## src/rtl/stb_pkg.sv

```systemverilog
package stb_pkg;
  localparam int CCS_W = 3;
  localparam logic [CCS_W-1:0] CCS_NONE = 3'b000;
  localparam logic [CCS_W-1:0] CCS_OWN  = 3'b001;
  localparam logic [CCS_W-1:0] CCS_GRP  = 3'b011;
  localparam int OFF_CNT = 0;
  localparam int OFF_CMP = 1;
  localparam int OFF_CTL = 2;
  localparam int CH_STRIDE = 4;
  localparam int CTL_INIT_BIT = 3;
endpackage

```

## src/rtl/stb_channel.sv

```systemverilog
module stb_channel
  import stb_pkg::*;
#(
  parameter int CNT_W = 16
) (
  input  logic             clk,
  input  logic             rst_n,
  input  logic             run_i,
  input  logic             ld_i,
  input  logic             sclr_i,
  input  logic             cmp_we_i,
  input  logic             ctl_we_i,
  input  logic [CNT_W-1:0] wdata_i,
  output logic [CNT_W-1:0] cnt_o,
  output logic [CNT_W-1:0] cmp_o,
  output logic [CCS_W-1:0] ccs_o,
  output logic             init_o,
  output logic             own_clr_o,
  output logic             pin_o
);
  logic [CNT_W-1:0] cnt_q, cnt_d, cmp_q;
  logic [CCS_W-1:0] ccs_q;
  logic             init_q, pin_q, pin_d;
  logic             cnt_en, pin_en, match;

  assign match     = run_i && (cnt_q == cmp_q);
  assign own_clr_o = match && (ccs_q == CCS_OWN);

  always_comb begin
    cnt_en = sclr_i || ld_i || own_clr_o || run_i;
    if (sclr_i)         cnt_d = '0;
    else if (ld_i)      cnt_d = wdata_i;
    else if (own_clr_o) cnt_d = '0;
    else                cnt_d = cnt_q + CNT_W'(1);
  end

  always_comb begin
    pin_en = (ctl_we_i && !run_i) || match;
    if (ctl_we_i && !run_i) pin_d = wdata_i[CTL_INIT_BIT];
    else                    pin_d = !pin_q;
  end

  always_ff @(posedge clk or negedge rst_n) begin
    if (!rst_n) begin
      cnt_q  <= '0;
      cmp_q  <= '0;
      ccs_q  <= '0;
      init_q <= 1'b0;
      pin_q  <= 1'b0;
    end else begin
      if (cnt_en)   cnt_q <= cnt_d;
      if (cmp_we_i) cmp_q <= wdata_i;
      if (ctl_we_i) begin
        ccs_q  <= wdata_i[CCS_W-1:0];
        init_q <= wdata_i[CTL_INIT_BIT];
      end
      if (pin_en)   pin_q <= pin_d;
    end
  end

  assign cnt_o  = cnt_q;
  assign cmp_o  = cmp_q;
  assign ccs_o  = ccs_q;
  assign init_o = init_q;
  assign pin_o  = pin_q;


  hold_when_stopped_chk: assert property (@(posedge clk) disable iff (!rst_n)
    (!run_i && !ld_i && !sclr_i) |=> $stable(cnt_q));

  group_clear_zero_chk: assert property (@(posedge clk) disable iff (!rst_n)
    sclr_i |=> (cnt_q == '0));

  load_value_chk: assert property (@(posedge clk) disable iff (!rst_n)
    (ld_i && !sclr_i) |=> (cnt_q == $past(wdata_i)));

  stopped_pin_hold_chk: assert property (@(posedge clk) disable iff (!rst_n)
    (!run_i && !ctl_we_i) |=> $stable(pin_q));
endmodule

```

## src/rtl/stb_group.sv

```systemverilog
module stb_group #(
  parameter int NUM_CH = 6
) (
  input  logic              clk,
  input  logic              rst_n,
  input  logic [NUM_CH-1:0] grp_sel_i,
  input  logic [NUM_CH-1:0] grp_ccs_i,
  input  logic [NUM_CH-1:0] own_clr_i,
  input  logic [NUM_CH-1:0] cnt_wr_i,
  output logic [NUM_CH-1:0] ld_o,
  output logic [NUM_CH-1:0] sclr_o
);
  localparam int NW = $clog2(NUM_CH + 1);

  logic [NW-1:0]     n_sel;
  logic              grp_ok, any_src, any_wr;
  logic [NUM_CH-1:0] member;

  always_comb begin
    n_sel = '0;
    for (int i = 0; i < NUM_CH; i++) n_sel = n_sel + NW'(grp_sel_i[i]);
  end

  assign grp_ok  = (n_sel >= NW'(2));
  assign member  = grp_ok ? grp_sel_i : '0;
  assign any_src = |(member & own_clr_i);
  assign any_wr  = |(member & cnt_wr_i);
  assign sclr_o  = member & grp_ccs_i & {NUM_CH{any_src}};
  assign ld_o    = cnt_wr_i | (member & {NUM_CH{any_wr}});


  group_needs_two_chk: assert property (@(posedge clk) disable iff (!rst_n)
    ((|sclr_o) || ((ld_o & ~cnt_wr_i) != '0)) |-> ($countones(grp_sel_i) >= 2));

  clear_has_source_chk: assert property (@(posedge clk) disable iff (!rst_n)
    (|sclr_o) |-> ((own_clr_i & grp_sel_i) != '0));
endmodule

```

## src/rtl/sync_timer_bank.sv

```systemverilog
module sync_timer_bank
  import stb_pkg::*;
#(
  parameter int NUM_CH = 6,
  parameter int CNT_W  = 16,
  parameter int ADDR_W = 5
) (
  input  logic              clk,
  input  logic              rst_n,
  input  logic [ADDR_W-1:0] bus_addr,
  input  logic              bus_we,
  input  logic [CNT_W-1:0]  bus_wdata,
  output logic [CNT_W-1:0]  bus_rdata,
  output logic [NUM_CH-1:0] tmr_out
);
  localparam int RUN_ADDR = NUM_CH * CH_STRIDE;
  localparam int GRP_ADDR = RUN_ADDR + 1;

  logic [1:0]        rst_sync_q;
  logic              rst_n_s;
  logic [NUM_CH-1:0] run_q, grp_q;
  logic [CNT_W-1:0]  rdata_q, rdata_d;
  logic              run_we, grp_we;
  logic [NUM_CH-1:0] cnt_wr, cmp_we, ctl_we, ld, sclr, own_clr, grp_ccs, pin;
  logic [CNT_W-1:0]  cnt [NUM_CH];
  logic [CNT_W-1:0]  cmpv [NUM_CH];
  logic [CCS_W-1:0]  ccs [NUM_CH];
  logic [NUM_CH-1:0] init;

  always_ff @(posedge clk or negedge rst_n) begin
    if (!rst_n) rst_sync_q <= 2'b00;
    else        rst_sync_q <= {rst_sync_q[0], 1'b1};
  end
  assign rst_n_s = rst_sync_q[1];

  always_comb begin
    for (int i = 0; i < NUM_CH; i++) begin
      cnt_wr[i]  = bus_we && (bus_addr == ADDR_W'(i * CH_STRIDE + OFF_CNT));
      cmp_we[i]  = bus_we && (bus_addr == ADDR_W'(i * CH_STRIDE + OFF_CMP));
      ctl_we[i]  = bus_we && (bus_addr == ADDR_W'(i * CH_STRIDE + OFF_CTL));
      grp_ccs[i] = (ccs[i] == CCS_GRP);
    end
    run_we = bus_we && (bus_addr == ADDR_W'(RUN_ADDR));
    grp_we = bus_we && (bus_addr == ADDR_W'(GRP_ADDR));
  end

  stb_group #(.NUM_CH(NUM_CH)) u_group (
    .clk       (clk),
    .rst_n     (rst_n_s),
    .grp_sel_i (grp_q),
    .grp_ccs_i (grp_ccs),
    .own_clr_i (own_clr),
    .cnt_wr_i  (cnt_wr),
    .ld_o      (ld),
    .sclr_o    (sclr)
  );

  for (genvar g = 0; g < NUM_CH; g++) begin : g_ch
    stb_channel #(.CNT_W(CNT_W)) u_ch (
      .clk       (clk),
      .rst_n     (rst_n_s),
      .run_i     (run_q[g]),
      .ld_i      (ld[g]),
      .sclr_i    (sclr[g]),
      .cmp_we_i  (cmp_we[g]),
      .ctl_we_i  (ctl_we[g]),
      .wdata_i   (bus_wdata),
      .cnt_o     (cnt[g]),
      .cmp_o     (cmpv[g]),
      .ccs_o     (ccs[g]),
      .init_o    (init[g]),
      .own_clr_o (own_clr[g]),
      .pin_o     (pin[g])
    );
  end

  always_comb begin
    rdata_d = '0;
    for (int i = 0; i < NUM_CH; i++) begin
      if (bus_addr == ADDR_W'(i * CH_STRIDE + OFF_CNT)) rdata_d = cnt[i];
      if (bus_addr == ADDR_W'(i * CH_STRIDE + OFF_CMP)) rdata_d = cmpv[i];
      if (bus_addr == ADDR_W'(i * CH_STRIDE + OFF_CTL))
        rdata_d = CNT_W'({init[i], ccs[i]});
    end
    if (bus_addr == ADDR_W'(RUN_ADDR)) rdata_d = CNT_W'(run_q);
    if (bus_addr == ADDR_W'(GRP_ADDR)) rdata_d = CNT_W'(grp_q);
  end

  always_ff @(posedge clk or negedge rst_n_s) begin
    if (!rst_n_s) begin
      run_q   <= '0;
      grp_q   <= '0;
      rdata_q <= '0;
    end else begin
      if (run_we) run_q <= bus_wdata[NUM_CH-1:0];
      if (grp_we) grp_q <= bus_wdata[NUM_CH-1:0];
      rdata_q <= rdata_d;
    end
  end

  assign bus_rdata = rdata_q;
  assign tmr_out   = pin;


  grp_reserved_zero_chk: assert property (@(posedge clk) disable iff (!rst_n_s)
    (bus_addr == ADDR_W'(GRP_ADDR)) |=> (bus_rdata[CNT_W-1:NUM_CH] == '0));

  unmapped_read_zero_chk: assert property (@(posedge clk) disable iff (!rst_n_s)
    (bus_addr > ADDR_W'(GRP_ADDR)) |=> (bus_rdata == '0));
endmodule

```

## config.mk

```make
export PLATFORM = sky130hd
export DESIGN_NAME = sync_timer_bank
export DESIGN_NICKNAME = d
export VERILOG_FILES = /design/src/rtl/stb_pkg.sv /design/src/rtl/stb_channel.sv /design/src/rtl/stb_group.sv /design/src/rtl/sync_timer_bank.sv
export SDC_FILE = /design/constraint.sdc
export NUM_CORES = 1
export LEC_CHECK = 0
export BUFFER_PORTS_ARGS = -buffer_cell sky130_fd_sc_hd__buf_2
export CORE_MARGIN = 4
export CORE_UTILIZATION = 30
export CTS_BUF_LIST = sky130_fd_sc_hd__clkbuf_4
export CTS_CLUSTER_SIZE = 25
export DETAILED_ROUTE_END_ITERATION = 10
export PLACE_DENSITY = 0.42
export SLEW_MARGIN = 20
export SYNTH_ARGS = -nofsm -noshare
export SYNTH_HDL_FRONTEND = slang
export SYNTH_SLANG_ARGS = --single-unit
```

## constraint.sdc

```tcl
create_clock -name clk -period 10.45 [get_ports clk]
set_clock_uncertainty 0.05 [all_clocks]
set_input_delay 0.5225 -clock clk [delete_from_list [all_inputs] [get_ports clk]]
set_output_delay 0.5225 -clock clk [all_outputs]
set_load 0.02 [all_outputs]
```

Word-level counts from Yosys, hierarchy flattened
Index checks and enable logic that the tools add are counted.
{"block": "classes", "reduce_logical": 77, "bitwise": 6, "eq_ne": 37, "order_cmp": 1, "n_mux": 45, "addsub": 11}
{"op": "16-bit 2-to-1 mux", "count": 38}
{"op": "16-bit by 1-bit adder with 16-bit output, second input constant", "count": 6}
{"op": "16-bit == test", "count": 6}
{"op": "5-bit == test, second input constant", "count": 8}
{"op": "1-bit logical AND", "count": 38}
{"op": "6-bit bitwise AND", "count": 5}
{"op": "5-bit by 4-bit == test with 1-bit output, second input constant", "count": 6}
{"op": "1-bit logical OR", "count": 24}
{"op": "3-bit by 1-bit == test with 1-bit output, second input constant", "count": 6}
{"op": "3-bit by 2-bit == test with 1-bit output, second input constant", "count": 6}
{"op": "5-bit by 3-bit == test with 1-bit output, second input constant", "count": 3}
{"op": "3-bit by 1-bit adder with 3-bit output", "count": 4}
{"op": "1-bit logical NOT", "count": 12}
{"op": "6-bit OR reduction", "count": 2}
{"op": "1-bit 2-to-1 mux", "count": 6}
{"op": "6-bit 2-to-1 mux", "count": 1}
{"op": "6-bit bitwise OR", "count": 1}
{"op": "5-bit by 1-bit == test with 1-bit output, second input constant", "count": 1}
{"op": "5-bit by 2-bit == test with 1-bit output, second input constant", "count": 1}
{"op": "5-bit logical NOT", "count": 1}
{"op": "3-bit by 2-bit >= comparator with 1-bit output, second input constant", "count": 1}
{"op": "1-bit by 1-bit adder with 2-bit output", "count": 1}
{"block": "totals", "out_inout_bits": 22, "word_cells": 211, "register_bits": 252, "inputBits": 24}

Longest topological paths before layout
Gate-level depths: netlist (run 1).
{"block": "logic_depth", "ltp_word": 21, "depth_mapped": 17}

Cells and area by module
A second synthesis (run 1) with hierarchy kept.
{"block": "hier_totals", "hier_cells": 1827, "area_unflattened_um2": 17342.9}
{"module": "stb_channel", "area_per_inst_um2": 2072.0, "n_inst": 6, "cells_per_inst": 197}
{"module": "sync_timer_bank", "area_per_inst_um2": 4642.0, "n_inst": 1, "cells_per_inst": 605}
{"module": "stb_group", "area_per_inst_um2": 269.0, "n_inst": 1, "cells_per_inst": 40}

Worst setup path after synthesis (run 1)
Ideal clock, no wire load.
{"block": "synth_timing", "path_type": "register to register", "startpoint": "reg grp_q[1]", "endpoint": "reg g_ch[4].u_ch.cnt_q[8]", "stages_incl_launch_ff": 18, "n_path_buf": 3, "t_arrival_ns": 3.776, "path_slack_ns": 6.538, "period_less_slack_ns": 3.912, "required_time_ns": 10.314, "setup_ns": 0.086, "path_cell_list": "dfrtp_1 > ha_1 > inv_1 > fa_1 > inv_1 > ha_1 > a21oi_1 > fa_1 > and2_1 > buf_2 > o22ai_1 > and2_1 > and2_1 > buf_2 > a21oi_2 > buf_2 > a22oi_1 > nor3_1"}
{"block": "synth_via", "elab_chain_len": 14, "elab_cells_between_ends": 20, "classes_between": "add/sub (5); order compare (1); mux (3); bitwise (6); reduce/logical (5)"}
{"element": "start: declaration", "line_no": "sync_timer_bank.sv:21", "rtl": "logic [NUM_CH-1:0] run_q, grp_q;"}
{"element": "start signal: assignment", "line_no": "sync_timer_bank.sv:96", "rtl": "if (grp_we) grp_q <= bus_wdata[NUM_CH-1:0];"}
{"element": "1-bit by 1-bit adder with 2-bit output", "line_no": "stb_group.sv:21", "rtl": "for (int i = 0; i < NUM_CH; i++) n_sel = n_sel + NW'(grp_sel_i[i]);"}
{"element": "3-bit by 1-bit adder with 3-bit output (4 in a row)", "line_no": "stb_group.sv:21"}
{"element": "3-bit by 2-bit >= comparator with 1-bit output", "line_no": "stb_group.sv:24", "rtl": "assign grp_ok = (n_sel >= NW'(2));"}
{"element": "6-bit 2-to-1 mux (*)", "line_no": "stb_group.sv:25", "rtl": "assign member = grp_ok ? grp_sel_i : '0;"}
{"element": "6-bit bitwise AND", "line_no": "stb_group.sv:27", "rtl": "assign any_wr = |(member & cnt_wr_i);"}
{"element": "6-bit OR reduction", "line_no": "stb_group.sv:27"}
{"element": "6-bit bitwise AND", "line_no": "stb_group.sv:29", "rtl": "assign ld_o = cnt_wr_i | (member & {NUM_CH{any_wr}});"}
{"element": "6-bit bitwise OR", "line_no": "stb_group.sv:29"}
{"element": "1-bit logical OR (3 in a row)", "line_no": "stb_channel.sv:30", "rtl": "cnt_en = sclr_i || ld_i || own_clr_o || run_i;"}
{"element": "end signal: assignment", "line_no": "stb_channel.sv:51", "rtl": "if (cnt_en) cnt_q <= cnt_d;"}
{"element": "end: declaration", "line_no": "stb_channel.sv:21", "rtl": "logic [CNT_W-1:0] cnt_q, cnt_d, cmp_q;"}
Every way passes the cells marked *; elsewhere a longest branch is shown, timed or not.
A chain may end at the register's enable or synchronous reset.

Worst setup path in the final report (run 1)
{"block": "layout_timing", "startpoint": "reg grp_q[1]", "endpoint": "reg g_ch[4].u_ch.cnt_q[9]"}
Same word-level chain as after synthesis.

==> flow_summary.yaml, run 1 <==
outcome:
  status: "finished clean"
critical_path:
  cpMostUsedCell: "and2_1"
  r2r_end: "g_ch[4].u_ch.cnt_o[9]"
  path_max_fanout: 24
  slowest_delay_ns: 0.64
  reg2regPathDepth: 15
  worstSetupEndpoint: "g_ch[4].u_ch.cnt_o[9]"
  cp_cell_sequence: "ha_1 -> inv_1 -> fa_1 -> inv_1 -> ha_1 -> a21oi_1 -> fa_1 -> and2_1 -> o22ai_1 -> and2_1 -> and2_1 -> buf_4 -> a21oi_2 -> a21boi_0 -> nor3_1"
  crit_buf_inv: 3
  worst-r2r-setup-slack_ns: 5.47
  arrival_ns: 5.64
  cp_top_family: "adder cells"
  crit_start: "grp_q[1]"
  end_kind: "register"
  timing.rr.start: "grp_q[1]"
  worst_path_max_delay_cell: "a21oi_2"
  path_class: "register to register"
  critPathLaunchType: "register"
  cp_num_cells: 15
  critical_path_required_ns: 11.11
global_route:
  grt_usage: 0.227
  first_global_vias: 13600
  grt_max_degree: 71
  grt_pass1_wl_microns: 95500
  antenna_found_initial: 4
  gr-total-overflow: 0
cts:
  cts_buffers: 77
  cts_setup_buffers: 0
  cts_tree: "done"
  cts_max_level: 3
  clock_path_buffers: 3
  root_buffer: "clkbuf_4"
  insertion_delay_ns: 0.84
  clock_sink_count: 252
  clkTransAtPathRegs_ns: 0.06
route:
  drtPass1Iterations: 5
  drc_errors: 0
  viasPerCell: 5.72
  wl_per_cell_microns: 26.8
  drt_iter0_markers: 1277
  postRouteAntennaNets: 0
  via_count: 13800
  finalWirelength_microns: 64800
hold_path:
  hp-class: "input pin to register"
synth:
  ys.warnings.count: 0
  synth_top_cell_by_area: "dfrtp_1"
  ys_seq_elements: 252
  syn_inst: 1667
  synth_fp_nets: 1701
  avgSynthCellArea_sq_um: 9.42
  synthArstFlopShare: 1.00
  synth-edff-count: 0
  synth_top_flop_cell: "dfrtp_1"
  synth-seq-area-share: 0.402
  syn-cell-area_sq_mm: 0.0157
  netlist_top_cells_count: "dfrtp_1, nor2_1, mux2_2"
  ys_types: 87
  synth.area.top_cells: "dfrtp_1, mux2_2, xor2_1"
  yosysTopAreaCellShare: 0.402
  synth_most_common_cell: "dfrtp_1"
floorplan:
  die_h_microns: 237
  ioPinCount: 46
  die_area_sq_mm: 0.0560
  initial_core_util: 0.305
  die_x_microns: 237
  rows: 83
  core_sq_mm: 0.0515
sta:
  final-hold-violation-count: 0
  setup_violations: 0
  fin_tns_setup_ns: 0
  worstMarginPinSlew_ns: 1.05
  fmax_ghz: 0.201
  period_share: 0.477
  fin_hold_ws_ns: 0.127
  slew_viol_final: 0
  maxSlewHeadroom: 0.295
  rsz0062_at_grt: "no"
  period_needed_ns: 4.98
power_and_ir_drop:
  powerDensity_mw_per_mm2: 206
  power_mw: 3.58
  peakVddDrop_mv: 0.0917
  power.leakage_nw: 7.32
placement:
  dpl.hpwl_microns: 44600
  gp_congestion: 0.896
  portBuffers: 45
finish:
  drive_above_1_share: 0.204
  final_net_count: 1716
  fillers: 5480
  area_growth_pct: 10.6
job:
  max_cap_violations: 0
==> worst register-to-register path: stages, from the launching register on <==
cell and delay, ns:
dfrtp_1 0.49, ha_1 0.33, inv_1 0.05, fa_1 0.47, inv_1 0.04, ha_1 0.26
a21oi_1 0.08, fa_1 0.56, and2_1 0.60, o22ai_1 0.28, and2_1 0.26, and2_1 0.16
buf_4 0.21, a21oi_2 0.65, a21boi_0 0.20, nor3_1 0.20
==> cell usage in the layout (no fill, tap or decap), types with 29 or more instances in the layout <==
cell type / count
a22oi_1: 65
clkbuf_4: 109
nor4_1: 29
nand2_1: 117
mux2_2: 121
a21oi_1: 75
dfrtp_1: 251
xor2_1: 114
nor2_1: 148
buf_2: 45
nand3_1: 55
xnor2_1: 39
nand4_1: 39
o21ai_0: 60
nor3_1: 71
==> state kept, by name (all words and copies together) (netlist names) <==
name and count:
bus_rdata 16, g_ch.u_ch.ccs_o 18, g_ch.u_ch.cmp_o 96, g_ch.u_ch.cnt_o 96, g_ch.u_ch.init_o 6, g_ch.u_ch.pin_o 6
grp_q 6, rst_sync_q 2, run_q 6
==> final cells by class <==
class	count	area [sq um]	area share
Clock buffer	109	818	0.0471
Inverter	20	75.1	0.00433
Antenna cell	7	17.5	0.00101
Tap cell	680	851	0.0490
Timing Repair Buffer	68	407	0.0234
Clock inverter	22	139	0.00800
Sequential cell	252	6310	0.364
Multi-Input combinational cell	1263	8740	0.503
==> stage by stage <==
step	cell area [sq um]	worst slack, ns	std cells	utilization
after floorplan	15700	2.86	1667	-
after global placement	16300	5.64	2280	0.317
after detailed placement	16400	5.50	2281	0.318
after CTS	17300	5.50	2414	0.337
after global routing	17300	5.14	2417	0.337
final	17400	5.47	2421	0.337
==> timing repair <==
item | CTS | global route
hold endpoints to repair | 2 | 0
hold buffers | 2 | 0
resized for setup | 0 | 0
==> where the power goes <==
part           internal (mW)  switching (mW)
Sequential              1.20           0.427
Combinational          0.417           0.533
Clock                  0.526           0.476
==> how the worst min path moves through the flow <==
stage,startpoint,to,slack (ns),cells past startpoint
after detailed placement,rst_n,rst_sync_q[0],0.26,1
final,bus_wdata[12],g_ch[3].u_ch.cnt_o[12],0.13,3
after global routing,bus_wdata[12],g_ch[3].u_ch.cnt_o[12],0.07,3
after floorplan,rst_n,rst_sync_q[0],0.18,0
after global placement,rst_n,rst_sync_q[0],0.26,1
after CTS,bus_wdata[12],g_ch[3].u_ch.cnt_o[12],0.07,3
==> cells by family (layout without fill, tap and decap cells) <==
family	after synthesis	count (layout)	share of synthesized area
buffers and inverters	152	219	0.0423
XOR/XNOR	153	153	0.0854
other	1	8	0.000239
multiplexers	142	142	0.101
adder cells (fa/ha/maj)	10	10	0.00893
AND/OR/NAND/NOR	574	574	0.185
flip-flops	252	252	0.402
AO/OA/AOI/OAI	383	383	0.176
==> routing by layer <==
metal | vias up | global-route usage | routed length, microns
met2 | 496 | 0.348 | 29200
met1 | 7059 | 0.324 | 29800
met4 | 2 | 0.0667 | 1860
li1 | 6180 | - | -
met5 | - | 0 | 12
met3 | 108 | 0.0444 | 3940
Power figures use the tool's default switching activity.
==> inputs of run 2 (changes only) <==
==> constraint.sdc (replaced) <==
create_clock -name clk -period 4.7 [get_ports clk]
set_clock_uncertainty 0.05 [all_clocks]
set_input_delay 0.235 -clock clk [delete_from_list [all_inputs] [get_ports clk]]
set_output_delay 0.235 -clock clk [all_outputs]
set_load 0.02 [all_outputs]
==> run 2 against run 1 <==
  * Total power up 120%
  * Combinational power is 130% higher
  * Sequential power rose by 120%
  * Count of clock-buffer cells in the layout unchanged
  * Critical endpoint is now g_ch[5].u_ch.cnt_o[5]
  * Highest routed layer is now met4
==> flow_summary.yaml, run 2 (synthesis gave the netlist of run 1 again) <==
sta:
  worstMarginPinSlew_ns: 1.04
  final-hold-violation-count: 0
  fmax_ghz: 0.226
  slew_viol_final: 0
  maxSlewHeadroom: 0.305
  fin_tns_setup_ns: 0
  period_share: 0.940
  setup_violations: 0
  period_needed_ns: 4.42
  rsz0062_at_grt: "no"
route:
  drtPass1Iterations: 7
  via_count: 14100
  postRouteAntennaNets: 0
  drc_errors: 0
  wl_met2_microns: 30100
  met1_length_microns: 30300
  viasPerCell: 5.74
  wl_per_cell_microns: 27.0
  finalWirelength_microns: 66300
  highest_layer: "met4"
  met3_length_microns: 4040
  drt_iter0_markers: 1115
finish:
  mostFrequentLayoutCells: "dfrtp_1, nor2_1, mux2_2, nand2_1, xor2_1"
  final_net_count: 1753
  area_growth_pct: 12.3
  final_core_util: 0.342
  stdcell_count: 2454
  final_common_cell: "dfrtp_1"
  fillers: 5449
  drive_above_1_share: 0.211
power_and_ir_drop:
  p_int_mw: 4.70
  peakVddDrop_mv: 0.149
  pwr-share-clk: 0.267
  p_seq_frac: 0.456
  combPwrFrac: 0.277
  powerDensity_mw_per_mm2: 450
  power_switching_mw: 3.23
  swShare: 0.407
  power.leakage_nw: 7.47
cts:
  cts_buffers: 78
  clock_path_buffers: 3
  cts_setup_buffers: 0
  cts_tree: "done"
  root_buffer: "clkbuf_4"
  clock_sink_count: 252
  cts_max_level: 3
  clkTransAtPathRegs_ns: 0.08
  insertion_delay_ns: 0.81
floorplan:
  die_x_microns: 237
  initial_core_util: 0.305
  ioPinCount: 46
  rows: 83
  core_sq_mm: 0.0515
  die_h_microns: 237
  die_area_sq_mm: 0.0560
critical_path:
  arrival_ns: 4.99
  critical_path_required_ns: 5.27
  critPathLaunchType: "register"
  path_max_fanout: 16
  path_class: "register to register"
  end_kind: "register"
placement:
  dp.cells: 2303
  portBuffers: 45
  gp_congestion: 0.903
  dpl.hpwl_microns: 45200
global_route:
  antenna_found_initial: 6
  gr-total-overflow: 0
  grt_pass1_wl_microns: 97600
  grt_usage: 0.232
  grt_max_degree: 80
  first_global_vias: 13800
outcome:
  status: "finished clean"
job:
  max_cap_violations: 0
hold_path:
  hp-class: "input pin to register"
[run 2: cell count changes in the layout (fill, tap and decap cells not counted), sizes merged]
cell / before / now
diode: 7 / 4
clkinv: 19 / 21
bufinv: 2 / 0
dlygate4sd3: 2 / 16
buf: 66 / 88
[run 2: metrics by stage]
stage / area (sq um) / hold WS, ns / worst slack [ns] / power, mW
2_1_floorplan: 15700 / -0.111 / 0.515 / 4.94
3_3_place_gp: 16500 / -0.0240 / 0.418 / 5.79
3_5_place_dp: 16600 / -0.0216 / 0.304 / 5.81
4_1_cts: 17600 / 0.00254 / 0.321 / 7.99
5_1_grt: 17600 / 0.0197 / 0.0398 / 8.41
6_report: 17600 / 0.0876 / 0.282 / 7.93
[run 2: path summary, 6_finish.rpt]
| kind | from | endpoint | slack, ns | cells after the start |
|---|---|---|---|---|
| hold reg to reg | rst_sync_q[0] | rst_sync_q[1] | 0.29 | 0 |
| hold / removal | bus_wdata[3] | g_ch[2].u_ch.pin_o | 0.09 | 3 |
| min in group asynchronous | rst_n | rst_sync_q[1] | 0.25 | 3 |
| setup reg to reg | grp_q[0] | g_ch[5].u_ch.cnt_o[5] | 0.28 | 14 |
| max in group asynchronous | rst_sync_q[1] | g_ch[2].u_ch.cmp_o[10] | 3.06 | 1 |
| setup / recovery | grp_q[0] | g_ch[5].u_ch.cnt_o[5] | 0.28 | 14 |
[run 2: layer usage]
metal | vias to the layer above | track usage
li1 | 6269 | -
met1 | 7200 | 0.325
met2 | 519 | 0.363
met3 | 110 | 0.0479
met4 | 0 | 0.0655
met5 | - | 0
[run 2: what timing repair did]
item                                   in CTS  in global routing
hold buffers                               16                  0
setup endpoints to repair                   0                  0
resized for setup                           0                  0
endpoints found under the hold margin      61                  0
[run 2: cell type report]
cell class / count / area (sq um) / area share
timing repair buffer: 104 / 733 / 0.0416
tap: 680 / 851 / 0.0483
clock buffer: 109 / 818 / 0.0464
clock inverter: 22 / 86.3 / 0.00490
antenna: 4 / 10.0 / 0.000568
sequential: 252 / 6310 / 0.358
multi-input combinational: 1263 / 8740 / 0.496
inverter: 20 / 75.1 / 0.00426
[run 2: critical path: stages (launching register included)]
cell       delay (ns)
dfrtp_1          0.46
ha_1             0.32
inv_1            0.05
fa_1             0.47
inv_1            0.04
ha_1             0.26
a21oi_1          0.20
fa_1             0.43
nand2_1          0.11
nand2_1          0.09
nor4_1           0.57
a2111oi_4        0.09
buf_4            0.20
a211oi_4         0.76
nor3_1           0.13
[run 2: power groups by stage]
stage | logic, mW | clock network, mW | registers [mW]
finish | 2.20 | 2.12 | 3.62
detailed placement | 2.17 | 0 | 3.64
global placement | 2.15 | 0 | 3.64
global route | 2.43 | 2.31 | 3.68
CTS | 2.19 | 2.20 | 3.60
floorplan | 1.76 | 0 | 3.18
